===== src/rtl/mbb_pkg.sv =====
// Package: shared encodings and field layout for the message-bus bridge.
// Assumes a 32-bit control word with fixed field positions.
package mbb_pkg;
    localparam logic [7:0] OP_READ  = 8'hD0;
    localparam logic [7:0] OP_WRITE = 8'hE0;

    localparam logic [7:0] CFG_CTL  = 8'hD0;
    localparam logic [7:0] CFG_DATA = 8'hD4;
    localparam logic [7:0] CFG_STAT = 8'hD8;

    typedef struct packed {
        logic [7:0] opcode;
        logic [7:0] port;
        logic [7:0] offset;
        logic [3:0] lanes;
        logic [3:0] unused;
    } ctl_word_t;
endpackage


===== src/rtl/mbb_decode.sv =====
// Module: splits a control word into fields and classifies it.
// Assumes the packed layout in mbb_pkg; the unused nibble is ignored.
module mbb_decode
    import mbb_pkg::*;
#(
    parameter logic [7:0] LOCAL_PORT = 8'h03
) (
    input  logic [31:0] word,
    output logic        is_write,
    output logic        valid,
    output logic [7:0]  offset,
    output logic [3:0]  lanes
);
    ctl_word_t f;

    // Field split and opcode/port validation.
    always_comb begin
        f        = ctl_word_t'(word);
        offset   = f.offset;
        lanes    = f.lanes;
        is_write = (f.opcode == OP_WRITE);
        valid    = ((f.opcode == OP_READ) || (f.opcode == OP_WRITE))
                   && (f.port == LOCAL_PORT);
    end
endmodule


===== src/rtl/mbb_regfile.sv =====
// Module: target register file on the local port, byte-lane write enables.
// Assumes offsets BASE..BASE+NUM_REGS-1 are implemented; others read zero.
module mbb_regfile #(
    parameter int         DATA_W   = 32,
    parameter int         NUM_REGS = 6,
    parameter logic [7:0] BASE     = 8'h10
) (
    input  logic                clk,
    input  logic                rst_n,
    input  logic                we,
    input  logic [7:0]          addr,
    input  logic [DATA_W-1:0]   wdata,
    input  logic [DATA_W/8-1:0] wlanes,
    output logic [DATA_W-1:0]   rdata
);
    localparam int LANES = DATA_W / 8;

    logic [DATA_W-1:0] regs [NUM_REGS];
    logic              hit;
    logic [7:0]        idx;

    // Offset-to-index translation and range check.
    always_comb begin
        idx = addr - BASE;
        hit = (addr >= BASE) && (idx < 8'(NUM_REGS));
    end

    generate
        for (genvar r = 0; r < NUM_REGS; r++) begin : g_reg
            for (genvar b = 0; b < LANES; b++) begin : g_lane
                // One byte lane of one register, gated by its enable bit.
                always_ff @(posedge clk) begin
                    if (!rst_n)
                        regs[r][8*b +: 8] <= '0;
                    else if (we && hit && (idx == 8'(r)) && wlanes[b])
                        regs[r][8*b +: 8] <= wdata[8*b +: 8];
                end
            end
        end
    endgenerate

    // Read mux: zero for unimplemented offsets.
    always_comb begin
        rdata = '0;
        for (int r = 0; r < NUM_REGS; r++)
            if (hit && (idx == 8'(r))) rdata = regs[r];
    end

    assert_unmapped_zero_R9: assert property (@(posedge clk) disable iff (!rst_n)
        (addr < BASE || addr >= BASE + 8'(NUM_REGS)) |-> (rdata == '0));
endmodule


===== src/rtl/mbb_sequencer.sv =====
// Module: holds busy for a fixed number of cycles per accepted transaction.
// Assumes start only pulses when idle.
module mbb_sequencer #(
    parameter int LATENCY = 3
) (
    input  logic clk,
    input  logic rst_n,
    input  logic start,
    output logic busy,
    output logic done
);
    localparam int CW = $clog2(LATENCY + 1);

    logic [CW-1:0] cnt;

    // Completion is the last busy cycle.
    always_comb done = busy && (cnt == CW'(1));

    // Countdown of the remaining busy cycles.
    always_ff @(posedge clk) begin
        if (!rst_n) begin
            busy <= 1'b0;
            cnt  <= '0;
        end else if (start && !busy) begin
            busy <= 1'b1;
            cnt  <= CW'(LATENCY);
        end else if (busy) begin
            cnt  <= cnt - CW'(1);
            if (done) busy <= 1'b0;
        end
    end

    assert_done_in_busy_R5: assert property (@(posedge clk) disable iff (!rst_n)
        done |-> busy);
    assert_busy_holds_R5: assert property (@(posedge clk) disable iff (!rst_n)
        (busy && !done) |=> busy);
    assert_done_ends_R5: assert property (@(posedge clk) disable iff (!rst_n)
        done |=> !busy);
endmodule


===== src/rtl/mbb_bridge.sv =====
// Module: top of the indirect register bridge. It holds the control and data
// config registers and a sticky error flag, and drives the target register file.
// Assumes one cfg write per cycle at most; reads are combinational.
module mbb_bridge
    import mbb_pkg::*;
#(
    parameter int         NUM_REGS   = 6,
    parameter logic [7:0] BASE       = 8'h10,
    parameter logic [7:0] LOCAL_PORT = 8'h03,
    parameter int         LATENCY    = 3
) (
    input  logic        clk,
    input  logic        rst_n,
    input  logic        cfg_wr,
    input  logic [7:0]  cfg_addr,
    input  logic [31:0] cfg_wdata,
    output logic [31:0] cfg_rdata,
    output logic        busy,
    output logic        done
);
    localparam int DATA_W = 32;
    localparam int LANES  = DATA_W / 8;

    logic              dec_wr, dec_valid;
    logic [7:0]        dec_off;
    logic [LANES-1:0]  dec_lanes;
    logic              ctl_take, data_take, start;
    logic [DATA_W-1:0] ctl_q, data_q, rf_rdata;
    logic              op_wr_q, err_q;
    logic [7:0]        off_q;
    logic [LANES-1:0]  lanes_q;

    mbb_decode #(.LOCAL_PORT(LOCAL_PORT)) u_dec (
        .word(cfg_wdata), .is_write(dec_wr), .valid(dec_valid),
        .offset(dec_off), .lanes(dec_lanes)
    );

    // Host write qualification: nothing is taken while busy.
    always_comb begin
        ctl_take  = cfg_wr && (cfg_addr == CFG_CTL) && !busy;
        data_take = cfg_wr && (cfg_addr == CFG_DATA) && !busy;
        start     = ctl_take && dec_valid;
    end

    mbb_sequencer #(.LATENCY(LATENCY)) u_seq (
        .clk(clk), .rst_n(rst_n), .start(start), .busy(busy), .done(done)
    );

    mbb_regfile #(.DATA_W(DATA_W), .NUM_REGS(NUM_REGS), .BASE(BASE)) u_rf (
        .clk(clk), .rst_n(rst_n), .we(done && op_wr_q), .addr(off_q),
        .wdata(data_q), .wlanes(lanes_q), .rdata(rf_rdata)
    );

    // Latch the fields of an accepted valid command.
    always_ff @(posedge clk) begin
        if (!rst_n) begin
            ctl_q   <= '0;
            op_wr_q <= 1'b0;
            off_q   <= '0;
            lanes_q <= '0;
        end else if (start) begin
            ctl_q   <= cfg_wdata;
            op_wr_q <= dec_wr;
            off_q   <= dec_off;
            lanes_q <= dec_lanes;
        end
    end

    // Data register: host load when idle, read result on completion.
    always_ff @(posedge clk) begin
        if (!rst_n)
            data_q <= '0;
        else if (data_take)
            data_q <= cfg_wdata;
        else if (done && !op_wr_q)
            data_q <= rf_rdata;
    end

    // Sticky error for refused commands.
    always_ff @(posedge clk) begin
        if (!rst_n)
            err_q <= 1'b0;
        else if (ctl_take && !dec_valid)
            err_q <= 1'b1;
    end

    // Config read mux.
    always_comb begin
        case (cfg_addr)
            CFG_CTL:  cfg_rdata = ctl_q;
            CFG_DATA: cfg_rdata = data_q;
            CFG_STAT: cfg_rdata = {30'd0, busy, err_q};
            default:  cfg_rdata = '0;
        endcase
    end

    assert_bad_cmd_idle_R8: assert property (@(posedge clk) disable iff (!rst_n)
        (ctl_take && !dec_valid) |=> (!busy && err_q));
    assert_err_sticky_R8: assert property (@(posedge clk) disable iff (!rst_n)
        err_q |=> err_q);
    assert_data_hold_R7: assert property (@(posedge clk) disable iff (!rst_n)
        (!data_take && !done) |=> $stable(data_q));
    assert_busy_no_extend_R6: assert property (@(posedge clk) disable iff (!rst_n)
        (busy && cfg_wr && cfg_addr == CFG_CTL) |=> $stable(off_q));
endmodule


===== config.mk =====
export PLATFORM = sky130hd
export DESIGN_NAME = mbb_bridge
export DESIGN_NICKNAME = d
export VERILOG_FILES = /design/src/rtl/mbb_pkg.sv /design/src/rtl/mbb_decode.sv /design/src/rtl/mbb_regfile.sv /design/src/rtl/mbb_sequencer.sv /design/src/rtl/mbb_bridge.sv
export SDC_FILE = /design/constraint.sdc
export NUM_CORES = 1
export LEC_CHECK = 0
export CAP_MARGIN = 20
export CORE_MARGIN = 3
export CORE_UTILIZATION = 35
export DETAILED_ROUTE_END_ITERATION = 8
export GPL_TIMING_DRIVEN = 1
export HOLD_SLACK_MARGIN = 0.08
export SLEW_MARGIN = 20
export SYNTH_ARGS = -nofsm -noshare
export SYNTH_HDL_FRONTEND = slang
export SYNTH_SLANG_ARGS = --single-unit

===== constraint.sdc =====
create_clock -name clk -period 2.3 [get_ports clk]
set_input_delay 0.46 -clock clk [delete_from_list [all_inputs] [get_ports clk]]
set_output_delay 0.46 -clock clk [all_outputs]
set_load 0.005 [all_outputs]

Word level (Yosys, flattened, before mapping)
Memories as Yosys holds them, arrays and structs flattened.
Cells that the tools add are included.
{"block": "totals", "word_cells": 216, "ramBits": 192, "reg_bits": 81, "mem_count": 1, "inputBits": 43, "out_inout_bits": 34}
{"name": "u_rf.regs", "words": 6, "word_bits": 32, "read_ports": 6, "rd_clocked_by_memory_dff": 0, "write_ports": 6, "line": "mbb_regfile.sv:18", "text": "logic [DATA_W-1:0] regs [NUM_REGS];"}
{"block": "classes", "magnitude_cmp": 2, "n_mux": 111, "add_sub_neg": 2, "n_reduce_logical": 56, "eq_ne": 12, "bitwise": 24}
{"op": "$mux 32", "n": 8}
{"op": "$mux 8", "n": 24}
{"op": "$pmux 32 s3", "n": 1}
{"op": "$mux 1", "n": 76}
{"op": "$logic_and 1x1->1", "n": 49}
{"op": "$eq 8x8->1 const B", "n": 5}
{"op": "$eq 8x2->1 const B", "n": 3}
{"op": "$or 1x1->1", "n": 24}
{"op": "$eq 8x3->1 const B", "n": 2}
{"op": "$eq 8x1->1 const B", "n": 1}
{"op": "$ge 8x5->1 const B", "n": 1}
{"op": "$logic_not 8->1", "n": 1}
{"op": "$lt 8x3->1 const B", "n": 1}
{"op": "$sub 8x5->8 const B", "n": 1}
{"op": "$mux 2", "n": 2}
{"op": "$reduce_bool 2->1", "n": 2}
{"op": "$logic_not 1->1", "n": 3}
{"op": "$eq 2x1->1 const B", "n": 1}
{"op": "$sub 2x1->2 const B", "n": 1}
{"op": "$logic_or 1x1->1", "n": 1}

Logic depth before layout (Yosys ltp)
Gate-level depths: netlist of run 1.
{"block": "depth", "depth_word": 12, "depth_mapped": 7, "ltp_nobuf": 6}

By module
From an unflattened synthesis of run 1, not the netlist that was laid out.
{"block": "unflattened", "cells_unflattened": 1167, "hier_area_um2": 12841.1}
{"module": "mbb_regfile", "area_per_inst_um2": 8898.5, "seq_area_each_um2": 5765.5, "n_inst": 1, "cells_each": 702}
{"module": "mbb_bridge", "area_per_inst_um2": 3663.5, "seq_area_each_um2": 1561.5, "n_inst": 1, "cells_each": 429}
{"module": "mbb_decode", "area_per_inst_um2": 155.1, "seq_area_each_um2": 0.0, "n_inst": 1, "cells_each": 22}
{"module": "mbb_sequencer", "area_per_inst_um2": 123.9, "seq_area_each_um2": 60.1, "n_inst": 1, "cells_each": 14}

Worst setup path after synthesis of run 1
OpenSTA, ideal clock, no wires.
{"block": "synth_path", "kind": "reg-to-reg", "start": "reg ctl_q[12] (netlist name)", "end": "mem u_rf.regs[5][0], in the netlist u_rf.regs[2][32], enable pin", "setup_time_ns": 0.384, "arrival_time_ns": 1.935, "period_less_slack_ns": 2.319, "path_buffers": 1, "path_stages_with_launch": 6, "t_required_ns": 1.916, "slack_ns": -0.019, "cell_sequence": "dfxtp_1 buf_4 or4b_4 nor2_1 nand2_1 o21ai_0"}
{"element": "to (decl)", "line": "mbb_regfile.sv:18"}

Worst setup path in the final report of run 1
{"block": "layout_path", "start": "in cfg_addr[1]", "end": "out cfg_rdata[12]"}
{"block": "layout_between", "elab_chain_len": 2, "elab_cells_between_ends": 4, "cone_classes": "3 x eq/ne; 1 x mux"}
{"element": "from (decl)", "line": "mbb_bridge.sv:15", "text": "input logic [7:0] cfg_addr,"}
{"element": "$eq 8x8->1", "line": "mbb_bridge.sv:89", "text": "case (cfg_addr)"}
{"element": "$pmux 32 s3 *", "line": "mbb_bridge.sv:89"}
{"element": "to (decl)", "line": "mbb_bridge.sv:17", "text": "output logic [31:0] cfg_rdata,"}
Every way passes the cells marked *; elsewhere a longest branch is shown, timed or not.

==> out/metrics.yaml, run 1 <==
critical_path:
  r2r_slack_ns: 0.11
  start_kind: "input port"
  path_cells: "buf_8, nor4bb_4, nand2_2, nor3_4, buf_12, buf_12, buf_16, buf_12, a22o_1, buf_2"
  crit_top_cell: "buf_12"
  required_ns: 1.84
  r2r_start: "ctl_q[14]"
  arrival_ns: 1.88
  slowest_stage: "nor4bb_4"
  cp_max_fo: 3
  critPathKind: "in2out"
  reg2reg_depth: 5
  r2r_end: "u_rf.regs[2][7]"
  slowest_delay_ns: 0.30
  endpoint_kind: "primary output"
sta:
  hold_viol_final: 0
  rsz0062_at_grt: "true"
  period_minus_slack_ns: 2.34
  slew_viol_final: 0
  slew_headroom_pct: 71.6
  max_freq_mhz: 426
  skew_ns: 0.00659
  layout_setup_ws_ns: -0.0449
  setup_viol_count_final: 18
  tns_ns: -0.433
  post-route-period-util_pct: 102
  worstMarginPinSlew_ns: 0.426
worst_hold_path:
  hold_depth: 2
  hold_start: "ctl_q[3]"
  hold_class: "reg2reg"
  min_to: "ctl_q[3]"
power_and_ir_drop:
  p_per_area_mw_per_mm2: 639
  peakVddDrop_mv: 0.514
  static-leakage-power_nw: 5.79
run_status:
  run_status: "finished with violations"
  violations: "setup timing"
job:
  max_cap_violations: 0
grt:
  grt_pass1_wl_mm: 57.0
  grt_start_max_net_pins: 61
  antenna_found_initial: 0
  track_usage_pct: 19.2
  grt_overflow_total: 0
  first_global_vias: 9307
floorplanning:
  core.rowCount: 69
  dieHeight_microns: 196
  die_width_microns: 196
  ios: 77
  start_util_pct: 35.5
  dieArea_sq_mm: 0.0385
  core_sq_mm: 0.0357
cells_and_area:
  diodes: 0
  area_growth_pct: 24.6
  final_cells: 1753
  drive_gt1_share_pct: 19.4
  fill_cells: 3303
  fin_nets: 1314
  design_area_sq_mm: 0.0158
clocking:
  clock_latency_ns: 0.54
  cts_buffers: 28
  clk_pin_slew_worst_paths_ns: 0.06
  cts_tree: "built"
  cts_hold_buffers: 0
  cts-root-buf: "clkbuf_16"
  htreeDepth: 1
  cts.sinks: 261
  clockBufferDepth: 3
logic_synthesis:
  syn-num-nets: 1165
  synth_edf_count: 192
  synth_area_sq_mm: 0.0127
  postSynthAreaPerCell_sq_um: 11.3
  yosys_warnings: 0
  ys_seq_area_share_pct: 56.4
  syn_inst: 1121
  ys_ff_latch: 261
  synth_flop_cell: "edfxtp_1"
  async_flop_share_pct: 0
  ys_types: 51
route:
  dr.pass1.iters: 6
  ant_nets: 0
  drc: 0
  avgRoutedWirePerCell_microns: 21.5
  wirelength_mm: 37.6
  num_vias: 9574
  drt_iter0_markers: 1043
  via_per_inst: 5.46
place:
  hpwl_mm: 24.1
  placed_area_sq_mm: 0.0146
  gp_congestion: 0.829
  placed_cells: 1684
  io_buffer_count: 76
  post-place-ws_ns: -0.856
## how the worst max path moves through the flow
stage	from	endpoint	slack, ns	depth (start not counted)
2_1_floorplan	ctl_q[12]	u_rf.regs[2][32]	-0.02	5
3_3_place_gp	cfg_addr[7]	cfg_rdata[17]	-0.87	7
3_5_place_dp	cfg_addr[7]	cfg_rdata[5]	-0.86	7
4_1_cts	cfg_addr[1]	cfg_rdata[17]	-0.06	10
5_1_grt	cfg_addr[1]	cfg_rdata[12]	-0.14	9
6_report	cfg_addr[1]	cfg_rdata[12]	-0.04	10
## sequential cells by signal, summed over array words and instances, names as in the netlist
signal      count
u_seq.busy      1
ctl_q          32
err_q           1
u_seq.cnt       2
data_q         32
u_rf.regs     192
op_wr_q         1
## cell type report
cell class / instances / area, sq um / area share [%]
clock buffer: 45 / 846 / 5.36
clock inverter: 7 / 58.8 / 0.373
inverter: 39 / 146 / 0.928
multi-input combinational: 745 / 5120 / 32.5
sequential: 261 / 7150 / 45.3
tap: 461 / 577 / 3.66
timing repair buffer: 195 / 1870 / 11.9
## cells in the final DEF (no fill, tap or decap), drive strengths merged, types with 15 or more instances in the layout
cell,synthesis,layout
nor2b,35,35
nor2,28,28
and3,15,15
edfxtp,192,192
mux2i,22,22
a21oi,36,36
a221oi,32,32
mux2,32,32
clkdlybuf4s50,0,34
clkbuf,56,45
o21ai,52,52
inv,38,38
nand2,86,86
a211o,32,32
buf,20,147
and2,193,193
a22o,30,30
o2111ai,32,32
dfxtp,69,69
nand2b,36,36
a222oi,32,32
## report_power, final
part | switching (W) | total [W] | internal (W)
registers | 0.0000369 | 0.00524 | 0.00520
clock network | 0.00180 | 0.00441 | 0.00261
logic | 0.000231 | 0.000433 | 0.000202
## critical path, delay by kind of cell
kind | cells | cell delay (ns)
AND/OR/NAND/NOR | 3 | 0.58
AO/OA/AOI/OAI | 1 | 0.13
buffers and inverters | 6 | 0.71
## Yosys cell counts (4+ instances only)
| library cell | number | share of area, % |
|---|---|---|
| and3_1 | 15 | 0.74 |
| dfxtp_1 | 69 | 11 |
| buf_4 | 4 | 0.24 |
| nand2b_1 | 36 | 1.8 |
| a221oi_1 | 32 | 2.2 |
| clkbuf_1 | 55 | 1.6 |
| a211o_1 | 32 | 2.2 |
| nand3_1 | 5 | 0.20 |
| mux2i_1 | 22 | 1.7 |
| nor3_1 | 4 | 0.16 |
| inv_1 | 38 | 1.1 |
| buf_2 | 14 | 0.55 |
| a222oi_1 | 32 | 2.5 |
| o2111ai_1 | 32 | 2.2 |
| o21a_1 | 5 | 0.30 |
| o21ai_0 | 52 | 2.1 |
| edfxtp_1 | 192 | 46 |
| a22o_1 | 30 | 2.1 |
| nand2_1 | 86 | 2.5 |
| nor2_2 | 5 | 0.25 |
| nor2_1 | 23 | 0.68 |
| nand4_1 | 6 | 0.30 |
| and2_1 | 193 | 9.5 |
| nor2b_1 | 35 | 1.7 |
| mux2_2 | 32 | 2.8 |
| a21oi_1 | 36 | 1.4 |
## cell families (layout without fill, tap and decap cells)
kind of cell               count (synthesis)  in the layout  synth area share, %
AOI/OAI and AO/OA                        253            253                 15.1
xor gates and xnor gates                   2              2                0.138
muxes                                     54             54                 4.58
and+or+nand+nor                          435            435                 19.9
buffers and inverters                    115            286                 3.68
adders and majority gates                  1              1               0.0988
DFF                                      261            261                 56.4
## metal layers
layer | track usage, % | up-vias | part of all wire, %
li1 | - | 4461 | -
met1 | 27.0 | 4674 | 44
met2 | 31.6 | 373 | 46
met3 | 2.11 | 66 | 7.4
met4 | 5.18 | 0 | 2.3
met5 | 0 | - | 0
## what timing repair did
action | CTS | global route
resized for setup | 167 | 6
cloned | 4 | 0
endpoints found under the setup margin | 32 | 123
pin swaps | 23 | 6
buffers inserted | 15 | 0
## through the flow
step	hold slack [ns]	total power, W	util (%)
after CTS	0.466	0.0102	44.3
after floorplan	0.437	0.00552	-
after global placement	0.447	0.00575	41.1
after detailed placement	0.454	0.00576	41.1
after global routing	0.479	0.0104	44.2
final	0.460	0.0101	44.2
Power figures use the tool's default switching activity.
==> run 2, diff against run 1 <==
Settings changed: CORE_UTILIZATION 35 to 54, PLACE_DENSITY set to 0.76.
==> run 2 against run 1 <==
Compared with the run above: the run still ends with setup timing left; count of clock-buffer cells in the layout down 6; via count is 4.1% higher; utilization increased by 24 points; cell count is 9.0% lower; routed wire length is 2.6% lower; clock power shrank 5.7%; combinational power about the same; power down 2.4%; critical endpoint is now cfg_rdata[5]; largest cell class unchanged.
==> out/metrics.yaml, run 2 (synthesized netlist as in run 1, its figures left out) <==
critical_path:
  reg2reg_depth: 5
  r2r_end: "u_rf.regs[1][12]"
  critPathKind: "in2out"
  crit_top_cell: "buf_12"
  r2r_slack_ns: 0.10
  slowest_delay_ns: 0.35
  r2r_start: "ctl_q[9]"
  required_ns: 1.84
  slowest_stage: "nor4bb_4"
  arrival_ns: 2.00
  cp_max_fo: 4
  endpoint_kind: "primary output"
  path_cells: "buf_6, nor4bb_4, nand2_4, buf_6, nor3_4, buf_12, buf_12, buf_12, buf_8, a22o_1, buf_2"
  start_kind: "input port"
  path_delay_family: "buffers and inverters"
  crit_buf_inv: 7
grt:
  grt_overflow_total: 0
  antenna_found_initial: 0
  grt_pass1_wl_mm: 56.8
  track_usage_pct: 28.5
  first_global_vias: 9908
  grt_start_max_net_pins: 57
route:
  wirelength_mm: 36.7
  ant_nets: 0
  avgRoutedWirePerCell_microns: 23.0
  drt_iter0_markers: 1215
  dr.pass1.iters: 7
  num_vias: 9970
  drc: 0
  via_per_inst: 6.25
floorplanning:
  core_sq_mm: 0.0228
  die_width_microns: 159
  core.rowCount: 55
  ios: 77
  dieHeight_microns: 159
  dieArea_sq_mm: 0.0253
  start_util_pct: 55.4
sta:
  post-route-period-util_pct: 107
  worstMarginPinSlew_ns: 0.585
  slew_viol_final: 0
  max_freq_mhz: 406
  tns_ns: -2.36
  layout_setup_ws_ns: -0.164
  slew_headroom_pct: 60.8
  rsz0062_at_grt: "true"
  setup_viol_count_final: 30
  skew_ns: 0.00975
  hold_viol_final: 0
  period_minus_slack_ns: 2.46
worst_hold_path:
  hold_depth: 2
  hold_start: "ctl_q[2]"
  min_to: "ctl_q[2]"
  hold_class: "reg2reg"
clocking:
  cts-root-buf: "clkbuf_16"
  clk_pin_slew_worst_paths_ns: 0.06
  cts_hold_buffers: 0
  cts.sinks: 261
  clockBufferDepth: 3
  clock_latency_ns: 0.53
  htreeDepth: 1
  cts_buffers: 27
  cts_tree: "built"
place:
  hpwl_mm: 22.6
  gp_congestion: 0.877
  post-place-ws_ns: -0.900
  io_buffer_count: 76
run_status:
  run_status: "finished with violations"
  violations: "setup timing"
cells_and_area:
  diodes: 0
  fill_cells: 1681
  final_cell_mix: "and2_1 (193), edfxtp_1 (192), nand2_1 (85)"
  final_common_cell: "and2_1"
  area_growth_pct: 22.2
  drive_gt1_share_pct: 19.0
  regMostFlops: "u_rf.regs"
  fin_nets: 1306
  largest_reg_flops: 192
  reg_top3: "u_rf.regs (192), ctl_q (32), data_q (32)"
power_and_ir_drop:
  power_w: 0.00984
  peakVddDrop_mv: 0.467
  p_per_area_mw_per_mm2: 636
  static-leakage-power_nw: 5.76
job:
  max_cap_violations: 0
run 2: worst max path at each step:
stage	startpoint	to	slack, ns	cells after the start
floorplan	ctl_q[12]	u_rf.regs[2][32]	-0.02	5
global placement	cfg_addr[7]	cfg_rdata[2]	-0.82	7
detailed placement	cfg_addr[7]	cfg_rdata[10]	-0.90	7
CTS	cfg_addr[1]	cfg_rdata[5]	-0.15	11
global route	cfg_addr[1]	cfg_rdata[18]	-0.24	11
finish	cfg_addr[1]	cfg_rdata[5]	-0.16	11
run 2: layer usage:
metal | vias to the layer above | part of all wire [%] | GRT usage (%)
li1 | 4452 | - | -
met1 | 4890 | 39 | 38.0
met2 | 558 | 48 | 48.1
met3 | 70 | 10 | 5.07
met4 | 0 | 2.3 | 8.36
met5 | - | 0 | 0
run 2: where the power goes:
| part | total (W) | internal (W) | leakage (nW) | switching, W |
|---|---|---|---|---|
| Clock | 0.00416 | 0.00238 | 0.421 | 0.00178 |
| Combinational | 0.000435 | 0.000200 | 2.96 | 0.000234 |
| Sequential | 0.00525 | 0.00520 | 2.38 | 0.0000437 |
run 2: area by class of cell:
type                    instances  area [sq um]  share of cell area [%]
flip-flops and latches        261          7150                    46.2
repair buffers                188          1820                    11.7
inverters                      39           146                   0.946
clock buffers                  39           792                    5.12
multi-input cells             745          5130                    33.1
well taps                     313           392                    2.53
clock inverters                10          51.3                   0.331
run 2: stage by stage:
step / cell area, sq um / cells / util (%) / hold WS [ns]
after floorplan: 12700 / 1121 / - / 0.437
after global placement: 14400 / 1527 / 62.9 / 0.449
after detailed placement: 14400 / 1527 / 62.9 / 0.453
after CTS: 15500 / 1596 / 67.8 / 0.459
after global routing: 15500 / 1595 / 67.7 / 0.486
final: 15500 / 1595 / 67.7 / 0.457
run 2: repair_timing:
action | in CTS | in global routing
pin swaps | 25 | 18
gates cloned | 6 | 0
hold endpoints to repair | 0 | 0
setup endpoints to repair | 32 | 32
setup buffers | 14 | 1
gates resized for setup | 182 | 6
run 2: worst register-to-register path, delay by kind of cell, from the launching register on:
| kind | cells | cell delay [ns] |
|---|---|---|
| flip-flops | 1 | 0.58 |
| buffers and inverters | 1 | 0.25 |
| AND/OR/NAND/NOR | 4 | 1.24 |
